$ cat config.mk
export PLATFORM = sky130hd
export DESIGN_NAME = stk_call_seq
export DESIGN_NICKNAME = d
export VERILOG_FILES = /design/src/rtl/stkseq_pkg.sv /design/src/rtl/stkseq_rst_sync.sv /design/src/rtl/stkseq_ctrl.sv /design/src/rtl/stkseq_regs.sv /design/src/rtl/stk_call_seq.sv
export SDC_FILE = /design/constraint.sdc
export NUM_CORES = 1
export LEC_CHECK = 0
export CAP_MARGIN = 20
export CORE_ASPECT_RATIO = 0.75
export CORE_MARGIN = 4
export CORE_UTILIZATION = 35
export CTS_BUF_LIST = sky130_fd_sc_hd__clkbuf_8
export DETAILED_ROUTE_END_ITERATION = 8
export DONT_BUFFER_PORTS = 1
export GPL_TIMING_DRIVEN = 0
export PLACE_DENSITY = 0.5
export RECOVER_POWER = 100
export SLEW_MARGIN = 15
export SYNTH_ARGS = -nofsm -noshare
export SYNTH_HDL_FRONTEND = slang
export SYNTH_SLANG_ARGS = --single-unit
$ cat constraint.sdc
create_clock -name clk -period 8.6 [get_ports clk]
set_input_delay 1.29 -clock clk [delete_from_list [all_inputs] [get_ports clk]]
set_output_delay 1.29 -clock clk [all_outputs]
set_load 0.05 [all_outputs]
$ cat src/rtl/stkseq_pkg.sv
package stkseq_pkg;

  typedef enum logic [3:0] {
    ST_IDLE,
    ST_C_DEC,
    ST_C_MAR,
    ST_C_MDR,
    ST_C_WR,
    ST_C_JMP,
    ST_R_MAR,
    ST_R_RD,
    ST_R_PC,
    ST_R_INC
  } step_e;

  typedef struct packed {
    logic sp_dec;
    logic sp_inc;
    logic mar_ld;
    logic mdr_ld;
    logic mdr_sel_mem;
    logic pc_ld;
    logic pc_sel_mdr;
    logic mem_rd;
    logic mem_wr;
    logic done;
  } xfer_t;

endpackage

$ cat src/rtl/stkseq_rst_sync.sv
module stkseq_rst_sync #(
  parameter int STAGES = 2
) (
  input  logic clk,
  input  logic rst_n,
  output logic rst_n_sync
);
  logic [STAGES-1:0] sync_q;

  always_ff @(posedge clk or negedge rst_n) begin
    if (!rst_n) sync_q <= '0;
    else        sync_q <= {sync_q[STAGES-2:0], 1'b1};
  end

  assign rst_n_sync = sync_q[STAGES-1];
endmodule

$ cat src/rtl/stkseq_ctrl.sv
module stkseq_ctrl
  import stkseq_pkg::*;
(
  input  logic  clk,
  input  logic  rst_n,
  input  logic  start_i,
  input  logic  is_ret_i,
  output logic  accept_o,
  output logic  busy_o,
  output xfer_t xfer_o
);
  step_e state_q, state_d;

  assign accept_o = start_i && (state_q == ST_IDLE);
  assign busy_o   = (state_q != ST_IDLE);

  // next-state process
  always_comb begin
    state_d = state_q;
    unique case (state_q)
      ST_IDLE:  if (accept_o) state_d = is_ret_i ? ST_R_MAR : ST_C_DEC;
      ST_C_DEC: state_d = ST_C_MAR;
      ST_C_MAR: state_d = ST_C_MDR;
      ST_C_MDR: state_d = ST_C_WR;
      ST_C_WR:  state_d = ST_C_JMP;
      ST_C_JMP: state_d = ST_IDLE;
      ST_R_MAR: state_d = ST_R_RD;
      ST_R_RD:  state_d = ST_R_PC;
      ST_R_PC:  state_d = ST_R_INC;
      ST_R_INC: state_d = ST_IDLE;
      default:  state_d = ST_IDLE;
    endcase
  end

  // register process
  always_ff @(posedge clk or negedge rst_n) begin
    if (!rst_n) state_q <= ST_IDLE;
    else        state_q <= state_d;
  end

  // per-step transfer decode
  always_comb begin
    xfer_o = '0;
    unique case (state_q)
      ST_C_DEC: xfer_o.sp_dec = 1'b1;
      ST_C_MAR: xfer_o.mar_ld = 1'b1;
      ST_C_MDR: xfer_o.mdr_ld = 1'b1;
      ST_C_WR:  xfer_o.mem_wr = 1'b1;
      ST_C_JMP: begin
        xfer_o.pc_ld = 1'b1;
        xfer_o.done  = 1'b1;
      end
      ST_R_MAR: xfer_o.mar_ld = 1'b1;
      ST_R_RD: begin
        xfer_o.mem_rd      = 1'b1;
        xfer_o.mdr_ld      = 1'b1;
        xfer_o.mdr_sel_mem = 1'b1;
      end
      ST_R_PC: begin
        xfer_o.pc_ld      = 1'b1;
        xfer_o.pc_sel_mdr = 1'b1;
      end
      ST_R_INC: begin
        xfer_o.sp_inc = 1'b1;
        xfer_o.done   = 1'b1;
      end
      default: xfer_o = '0;
    endcase
  end
endmodule

$ cat src/rtl/stkseq_regs.sv
module stkseq_regs
  import stkseq_pkg::*;
#(
  parameter int              ADDR_W     = 32,
  parameter int              TGT_W      = 26,
  parameter int              WORD_BYTES = 4,
  parameter logic [ADDR_W-1:0] SP_TOP   = 'h100
) (
  input  logic              clk,
  input  logic              rst_n,
  input  logic              accept_i,
  input  logic [TGT_W-1:0]  target_i,
  input  xfer_t             xfer_i,
  input  logic [ADDR_W-1:0] rdata_i,
  output logic [ADDR_W-1:0] mar_o,
  output logic [ADDR_W-1:0] mdr_o,
  output logic [ADDR_W-1:0] pc_o,
  output logic [ADDR_W-1:0] sp_o
);
  localparam logic [ADDR_W-1:0] STEP  = ADDR_W'(WORD_BYTES);
  localparam int                PAD_W = ADDR_W - TGT_W;

  logic [ADDR_W-1:0] sp_q, sp_d, pc_q, pc_d, mar_q, mdr_q, mdr_d;
  logic [TGT_W-1:0]  tgt_q;
  logic              sp_en, pc_en;

  // next-value process
  always_comb begin
    sp_en = xfer_i.sp_dec || xfer_i.sp_inc;
    sp_d  = xfer_i.sp_dec ? (sp_q - STEP) : (sp_q + STEP);
    pc_en = xfer_i.pc_ld;
    pc_d  = xfer_i.pc_sel_mdr ? mdr_q : {{PAD_W{1'b0}}, tgt_q};
    mdr_d = xfer_i.mdr_sel_mem ? rdata_i : pc_q;
  end

  // register process
  always_ff @(posedge clk or negedge rst_n) begin
    if (!rst_n) begin
      sp_q  <= SP_TOP;
      pc_q  <= '0;
      mar_q <= '0;
      mdr_q <= '0;
      tgt_q <= '0;
    end else begin
      if (sp_en)         sp_q  <= sp_d;
      if (pc_en)         pc_q  <= pc_d;
      if (xfer_i.mar_ld) mar_q <= sp_q;
      if (xfer_i.mdr_ld) mdr_q <= mdr_d;
      if (accept_i)      tgt_q <= target_i;
    end
  end

  assign mar_o = mar_q;
  assign mdr_o = mdr_q;
  assign pc_o  = pc_q;
  assign sp_o  = sp_q;
endmodule

$ cat src/rtl/stk_call_seq.sv
module stk_call_seq
  import stkseq_pkg::*;
#(
  parameter int              ADDR_W     = 32,
  parameter int              TGT_W      = 26,
  parameter int              WORD_BYTES = 4,
  parameter int              SYNC_STG   = 2,
  parameter logic [ADDR_W-1:0] SP_TOP   = 'h100
) (
  input  logic              clk,
  input  logic              rst_n,
  input  logic              start_i,
  input  logic              is_ret_i,
  input  logic [TGT_W-1:0]  target_i,
  output logic [ADDR_W-1:0] mem_addr_o,
  output logic [ADDR_W-1:0] mem_wdata_o,
  output logic              mem_rd_o,
  output logic              mem_wr_o,
  input  logic [ADDR_W-1:0] mem_rdata_i,
  output logic              busy_o,
  output logic              done_o,
  output logic [ADDR_W-1:0] pc_o,
  output logic [ADDR_W-1:0] sp_o
);
  logic  rst_n_sync;
  logic  accept;
  xfer_t xfer;

  stkseq_rst_sync #(.STAGES(SYNC_STG)) i_rst (
    .clk        (clk),
    .rst_n      (rst_n),
    .rst_n_sync (rst_n_sync)
  );

  stkseq_ctrl i_ctrl (
    .clk      (clk),
    .rst_n    (rst_n_sync),
    .start_i  (start_i),
    .is_ret_i (is_ret_i),
    .accept_o (accept),
    .busy_o   (busy_o),
    .xfer_o   (xfer)
  );

  stkseq_regs #(
    .ADDR_W     (ADDR_W),
    .TGT_W      (TGT_W),
    .WORD_BYTES (WORD_BYTES),
    .SP_TOP     (SP_TOP)
  ) i_regs (
    .clk      (clk),
    .rst_n    (rst_n_sync),
    .accept_i (accept),
    .target_i (target_i),
    .xfer_i   (xfer),
    .rdata_i  (mem_rdata_i),
    .mar_o    (mem_addr_o),
    .mdr_o    (mem_wdata_o),
    .pc_o     (pc_o),
    .sp_o     (sp_o)
  );

  assign mem_rd_o = xfer.mem_rd;
  assign mem_wr_o = xfer.mem_wr;
  assign done_o   = xfer.done;
endmodule

==> results of run 1 <==
==> worst register-to-register path: stages, from the launching register on <==
cell and delay, ps:
dfrtp_1 1050, clkbuf_1 1400, clkbuf_1 1940
==> placed cells by master (no fill, tap or decap), types with 2 or more instances in the layout <==
master and count:
bufinv_16 3, o211ai_1 2, nand3_1 20, o31ai_1 2
clkbuf_1 54, or4_1 9, buf_1 4, nor2_1 31
nor4_1 8, a21oi_1 17, and2_0 2, inv_1 8
inv_6 3, clkinv_4 3, conb_1 5, nor4b_1 2
nor3_1 16, xnor2_1 21, clkinvlp_4 2, xor2_1 14
o21ai_0 75, a31oi_1 4, and3_1 4, or3_1 9
buf_2 3, mux2i_1 65, nand4_1 17, clkbuf_8 18
dfrtp_1 155, mux2_2 56, nand2_1 97, buf_4 4
a41oi_1 2
==> sequential cells by signal, summed over array words and instances, names as in the netlist <==
name / flops
i_regs.pc_o: 32
i_regs.tgt_q: 26
i_regs.sp_o: 30
i_rst.sync_q: 2
i_regs.mar_o: 30
i_ctrl.state_q: 4
i_regs.mdr_o: 32
==> layout make-up <==
| class | count | area share |
|---|---|---|
| flip-flops and latches | 156 | 0.470 |
| multi-input cells | 499 | 0.403 |
| well taps | 288 | 0.0434 |
| clock buffers | 18 | 0.0298 |
| plain buffers | 61 | 0.0298 |
| clock inverters | 14 | 0.0203 |
| inverters | 5 | 0.00226 |
| repair buffers | 4 | 0.00181 |
==> synth_stat cells (all sizes together) (2+ instances only) <==
cell / instances
nand3: 21
buf: 20
or3: 9
clkbuf: 41
a21oi: 17
nand2: 97
nor4: 8
nor2: 31
o211ai: 2
mux2: 56
a41oi: 2
xnor2: 21
a31oi: 4
nand4: 17
nor4b: 4
xor2: 14
inv: 5
nor3: 16
o31ai: 2
mux2i: 65
dfrtp: 155
or4: 9
and2: 3
conb: 2
and3: 4
o21ai: 75
==> per-layer routing <==
| layer | track usage | wire, um |
|---|---|---|
| met1 | 0.277 | 10500 |
| met2 | 0.273 | 10100 |
| met3 | 0.0678 | 2070 |
| met4 | 0.0386 | 282 |
| met5 | 0 | 0 |
==> cells by family after synthesis <==
| family | after synthesis |
|---|---|
| simple gates | 223 |
| flops | 156 |
| mux | 121 |
| compound gates | 114 |
| buf+inv | 66 |
| xor+xnor | 35 |
| other cells | 2 |
| fa+ha+maj | 1 |
==> final timing paths <==
| check | from | to | slack (ps) | cells past startpoint |
|---|---|---|---|---|
| max | i_rst.sync_q[1]$_DFF_PN0_ | i_regs.tgt_q[4]$_DFFE_PN0P_ | 3720 | 2 |
| max in group clk | i_ctrl.state_q[1]$_DFFE_PN0P_ | i_regs.sp_o[16]$_DFFE_PN0P_ | 3990 | 12 |
| max reg2reg | i_rst.sync_q[1]$_DFF_PN0_ | i_regs.tgt_q[4]$_DFFE_PN0P_ | 3720 | 2 |
| min reg2reg | i_rst.sync_q[0]$_DFF_PN0_ | i_rst.sync_q[1]$_DFF_PN0_ | 360 | 0 |
| min in group asynchronous | i_rst.sync_q[1]$_DFF_PN0_ | i_regs.mdr_o[22]$_DFFE_PN0P_ | 450 | 0 |
| min | i_rst.sync_q[0]$_DFF_PN0_ | i_rst.sync_q[1]$_DFF_PN0_ | 360 | 0 |
==> stage by stage <==
step,utilization,area (sq um),worst slack (ps),hold WS [ps]
3_3_place_gp,0.374,7920,2240,339
3_5_place_dp,0.378,8010,4560,268
4_1_cts,0.398,8430,4530,270
2_1_floorplan,-,7560,3930,331
5_1_grt,0.392,8310,2500,374
6_report,0.392,8310,3720,357
==> results.txt, run 1 <==
H-tree levels: 4
Detailed Place HPWL: 16900 um
Share of layout cells above drive strength 1: 0.127
DP Cell Count: 1013
TritonCTS clock tree: built
Buf/Inv on CP: 2
I/O pins: 194
Multi-input combinational cell area: 0.00335 sq mm
DR pass1 iterations: 5
Clock-pin slew on the worst setup and hold paths: 80 ps
Residual DRC count: 0
Cell area after synthesis: 0.00755 sq mm
Mux cell area share after synthesis: 0.170
Final GP Congestion: 0.895
Via/cell ratio: 5.50
# Post-CTS Setup Buffers: 0
Worst path slowest cell: clkbuf_1
Initial core utilization: 0.356
Clk buf depth: 2
XOR/XNOR Fraction of Synth Area: 0.0406
Detail Route Antenna Nets: 0
Area share of the largest cell type after synthesis: 0.514
Crit path kind: register to async pin
Synth Area in Compound Gates: 0.0863
TritonCTS Buffers: 17
Setup TNS: 0 ps
IO buf count: 0
Vias: 5746
Max-cap check violation count: 4
Final setup skew: 16.6 ps
Critical path's top delay family: buffers and inverters
Pins Over Slew Limit: 134
Post-synth ARST share: 1.00
Post-Synth Simple-Gate Area: 0.146
Clock root cell: clkbuf_8
Crit-path cells: clkbuf_1 -> clkbuf_1
Period utilization: 0.567
Unrepaired setup endpoints after global routing: no
Post-synthesis adder-cell area fraction: 0.00166
Crit-path max FO: 48
EDFF count, synth: 0
Required @ worst endpoint: 8610 ps
Minimum clock period: 4880 ps
Fmax achieved: 205 MHz
Combinational family with the most area after synthesis: multiplexers
FP Rows: 46
Top post-synthesis cells by area: dfrtp_1 51%, mux2i_1 8.6%, mux2_2 8.4%, o21ai_0 4.9%, nand2_1 4.8%
Largest net degree at the start of global routing: 49
Final Hold Viols: 0
GR Overflow Total: 0
Antenna violations before repair: 0
Crit path launch type: register
Hold buffers post-CTS: 0
Detailed Route WL: 23000 um
Vias in the first global route: 5771
Die Height: 135 um
P&R area growth vs syn: 10.1%
Hold Crit Class: register to register
Cell mode on critical path: clkbuf_1
Violated checks: max-capacitance violations, max-slew violations
FF/Latch Area: 0.00391 sq mm
Ant diodes: 0
Final std cells w/o fill: 1045
Post_cts resized: 0
CTS Sinks: 156
Element type at the critical path end: async pin
Synthesized area per cell: 10.5 sq um
Total Routing Usage GR: 0.190
Core ar.: 0.0212 sq mm
Relative slew slack: -0.785
Worst skew pair latency: 460 ps
Critical path's largest stage delay: 1940 ps
First-pass GRT wire length: 34800 um
Area of the die: 0.0240 sq mm
Fin nets: 807
Post-synthesis cell count: 718
Mean routed wirelength per cell: 22.0 um
Starting DRT DRC Count: 385
Seq/Total Area, Yosys: 0.517
Status: finished with violations
Synth Warn #: 0
Seq cells post-synth: 156
Fill cells: 2157
Crit path DAT: 4880 ps
Post-synthesis cell type count: 53
Final setup vio count: 0
Worst Tran Pin Value: 2680 ps
Yosys top cell by area: dfrtp_1
Die X: 178 um
Synth Flop Type: dfrtp_1
Power of run 1 is not shown: default switching activity piles up to over one toggle a cycle in this logic, so the estimate is an artifact.
==> run 2: changes to the inputs <==
--- a/config.mk
+++ b/config.mk
@@ -5,6 +5,7 @@
 export SDC_FILE = /design/constraint.sdc
 export NUM_CORES = 1
 export LEC_CHECK = 0
+export ABC_AREA = 1
 export CAP_MARGIN = 20
 export CORE_ASPECT_RATIO = 0.75
 export CORE_MARGIN = 4
==> constraint.sdc (replaced) <==
create_clock -name clk -period 4.6 [get_ports clk]
set_input_delay 0.69 -clock clk [delete_from_list [all_inputs] [get_ports clk]]
set_output_delay 0.69 -clock clk [all_outputs]
set_load 0.05 [all_outputs]
==> run 2 against run 1 <==
  * The flow still finishes with violations (max-capacitance violations, max-slew violations)
  * Maximum frequency increased by 33%
  * Synthesized cell count rose by 60%
  * Setup slack got worse by 2800 ps
  * Sequential share of layout area decreased by 4.5 points
  * Cell count increased by 42%
  * First-iteration DRC count grew 84%
==> results.txt, run 2 <==
Seq/Total Area, Yosys: 0.466 (-0.0514)
Via/cell ratio: 5.19 (-5.7%)
Detail Route Antenna Nets: 0 (unchanged)
Element type at the critical path end: register
Most frequent cells in the layout: 391 x nand2_1, 156 x o21ai_0, 155 x dfrtp_1
Detailed Place HPWL: 22700 um (+34%)
Crit-path max FO: 10 (-79%)
Worst hold start: target_i[13]
Synth Flop Type: dfrtp_1
Final setup vio count: 0 (unchanged)
Die Height: 142 um (+5.1%)
Fin nets: 1236 (+53%)
GR Overflow Total: 0 (unchanged)
FP Rows: 48 (+4.3%)
Violated checks: max-capacitance violations, max-slew violations
Cell area after synthesis: 0.00838 sq mm (+11%)
Hold_ws: 334 ps (-23.6 ps)
Buf/Inv on CP: 6 (+4)
Fmax achieved: 272 MHz (+33%)
Clock root cell: clkbuf_8
Residual DRC count: 0 (unchanged)
Post-synthesis cell type count: 34 (-36%)
Yosys top cell by area: dfrtp_1
Commonest non-fill, non-tap cell in the layout: nand2_1
Detailed Route WL: 29500 um (+28%)
Status: finished with violations
Vias in the first global route: 7403 (+28%)
Starting DRT DRC Count: 708 (+84%)
Largest net degree at the start of global routing: 57 (+16%)
Cell mode on critical path: nand2_1
Share of layout cells above drive strength 1: 0.0531 (-0.0737)
First-pass GRT wire length: 45500 um (+31%)
Mean routed wirelength per cell: 19.8 um (-10%)
Unrepaired setup endpoints after global routing: no
Required @ worst endpoint: 5010 ps (-3600 ps)
TritonCTS Buffers: 17 (unchanged)
P&R area growth vs syn: 9.58%
Vias: 7706 (+34%)
Seq cells post-synth: 156 (unchanged)
Worst path slowest cell: clkbuf_1
Worst skew pair latency: 470 ps (about the same)
DR pass1 iterations: 6 (+1)
Crit path launch type: register
Initial core utilization: 0.360 (+0.00330)
Synth Warn #: 0 (unchanged)
Commonest cells in the netlist: 389 x nand2_1, 155 x dfrtp_1, 151 x o21ai_0
TritonCTS clock tree: built
Clk buf depth: 2 (unchanged)
CTS Sinks: 156 (unchanged)
Final GP Congestion: 0.939 (+5.0%)
Crit path DAT: 4090 ps (-790 ps)
Period utilization: 0.800 (+0.233)
Area of the die: 0.0265 sq mm (+10%)
Top post-synthesis cells by area: dfrtp_1 46%, nand2_1 17%, o21ai_0 9.0%, inv_1 6.6%, nand3_1 3.5%
I/O pins: 194 (unchanged)
Antenna violations before repair: 0 (unchanged)
Clock-pin slew on the worst setup and hold paths: 90 ps (about the same)
Setup TNS: 0 ps (unchanged)
Area share of the largest cell type after synthesis: 0.463 (-0.0511)
Critical path's top delay family: simple AND/OR/NAND/NOR gates
Post-synthesis cell count: 1148 (+60%)
Crit path kind: register to register
Critical path's largest stage delay: 650 ps (-1290 ps)
Die X: 187 um (+5.1%)
Most frequent cell after synthesis: nand2_1
Synthesized area per cell: 7.30 sq um (-31%)
Final Hold Viols: 0 (unchanged)
IO buf count: 0 (unchanged)
Max-cap check violation count: 2 (-2)
EDFF count, synth: 0 (unchanged)
Hold Crit Class: input port to register
Worst Tran Pin Value: 2190 ps (-490 ps)
Relative slew slack: -0.459 (+0.327)
Pins Over Slew Limit: 55 (-59%)
Total Routing Usage GR: 0.222 (+0.0320)
Final setup skew: 11.6 ps (-5.07 ps)
Crit-path cells: inv_1 -> nor2_1 -> nand2_2 -> clkbuf_1 -> clkbuf_1 -> nand2_1 -> nand2_1 -> inv_1 -> ha_1 -> inv_1 -> nand2_1 -> inv_1 -> nor2_1 -> nand2_1 -> nand2_1 -> nand2_1 -> nand2_1 -> nand2_1 -> nand2_1 -> nand2_1 -> nand3_1 -> nand2_1
Reg2reg start: i_ctrl.state_q[0]$_DFFE_PN0P_
Ant diodes: 0 (unchanged)
Core ar.: 0.0233 sq mm (+10%)
CP Launch Point: i_ctrl.state_q[0]$_DFFE_PN0P_
H-tree levels: 4 (unchanged)
Post-synth ARST share: 1.00 (unchanged)
Minimum clock period: 3680 ps (-1200 ps)
run 2: changes by cell type in the layout (fill, tap and decap cells not counted), sizes merged, moves of 37 or more:
cell	previous run	this run
inv	11	152
mux2	56	0
mux2i	65	0
nand2	97	403
nand3	21	58
nor2	31	76
o21ai	75	156
run 2: through the flow:
stage          instance area [sq um]  setup WS (ps)  utilization  instances
3_3_place_gp                    8770            855        0.376       1451
5_1_grt                         9190            563        0.394       1486
3_5_place_dp                    8830           1470        0.379       1453
4_1_cts                         9280            924        0.398       1486
2_1_floorplan                   8400           2020            -       1151
6_report                        9190            920        0.394       1486
run 2: final timing paths:
check | to | slack [ps] | cells after the start
max | i_regs.sp_o[26]$_DFFE_PN0P_ | 920 | 22
min | i_regs.tgt_q[13]$_DFFE_PN0P_ | 330 | 2
max reg2reg | i_regs.sp_o[26]$_DFFE_PN0P_ | 920 | 22
min reg2reg | i_rst.sync_q[1]$_DFF_PN0_ | 350 | 0
max in group asynchronous | i_regs.mdr_o[28]$_DFFE_PN0P_ | 1260 | 1
min in group asynchronous | i_rst.sync_q[0]$_DFF_PN0_ | 450 | 1
run 2: metal layers:
layer	track usage	wire length, um	vias up
li1	-	-	3721
met1	0.339	15000	3677
met2	0.292	11200	288
met3	0.0878	2940	20
met4	0.0455	286	0
met5	0	0	-
run 2: what timing repair did:
action / CTS / global route
hold endpoints to repair: 2 / 0
resized for setup: 0 / 0
buffers inserted: 0 / 0
hold buffers: 1 / 0
run 2: cell families after synthesis:
family / Yosys count / share of synthesized area
simple gates: 549 / 0.265
compound gates: 225 / 0.158
buf+inv: 205 / 0.0984
flops: 156 / 0.466
xor+xnor: 10 / 0.0104
other cells: 2 / 0.000896
fa+ha+maj: 1 / 0.00149
run 2: cell type report:
| type | count | area (sq um) |
|---|---|---|
| Buffer | 53 | 234 |
| Clock buffer | 19 | 262 |
| Clock inverter | 13 | 175 |
| Fill cell | 2530 | 14100 |
| Inverter | 152 | 571 |
| Multi-Input combinational cell | 790 | 3640 |
| Sequential cell | 156 | 3910 |
| Tap cell | 300 | 375 |
| Timing Repair Buffer | 3 | 20.0 |
Power of run 2 is left out for the same reason.
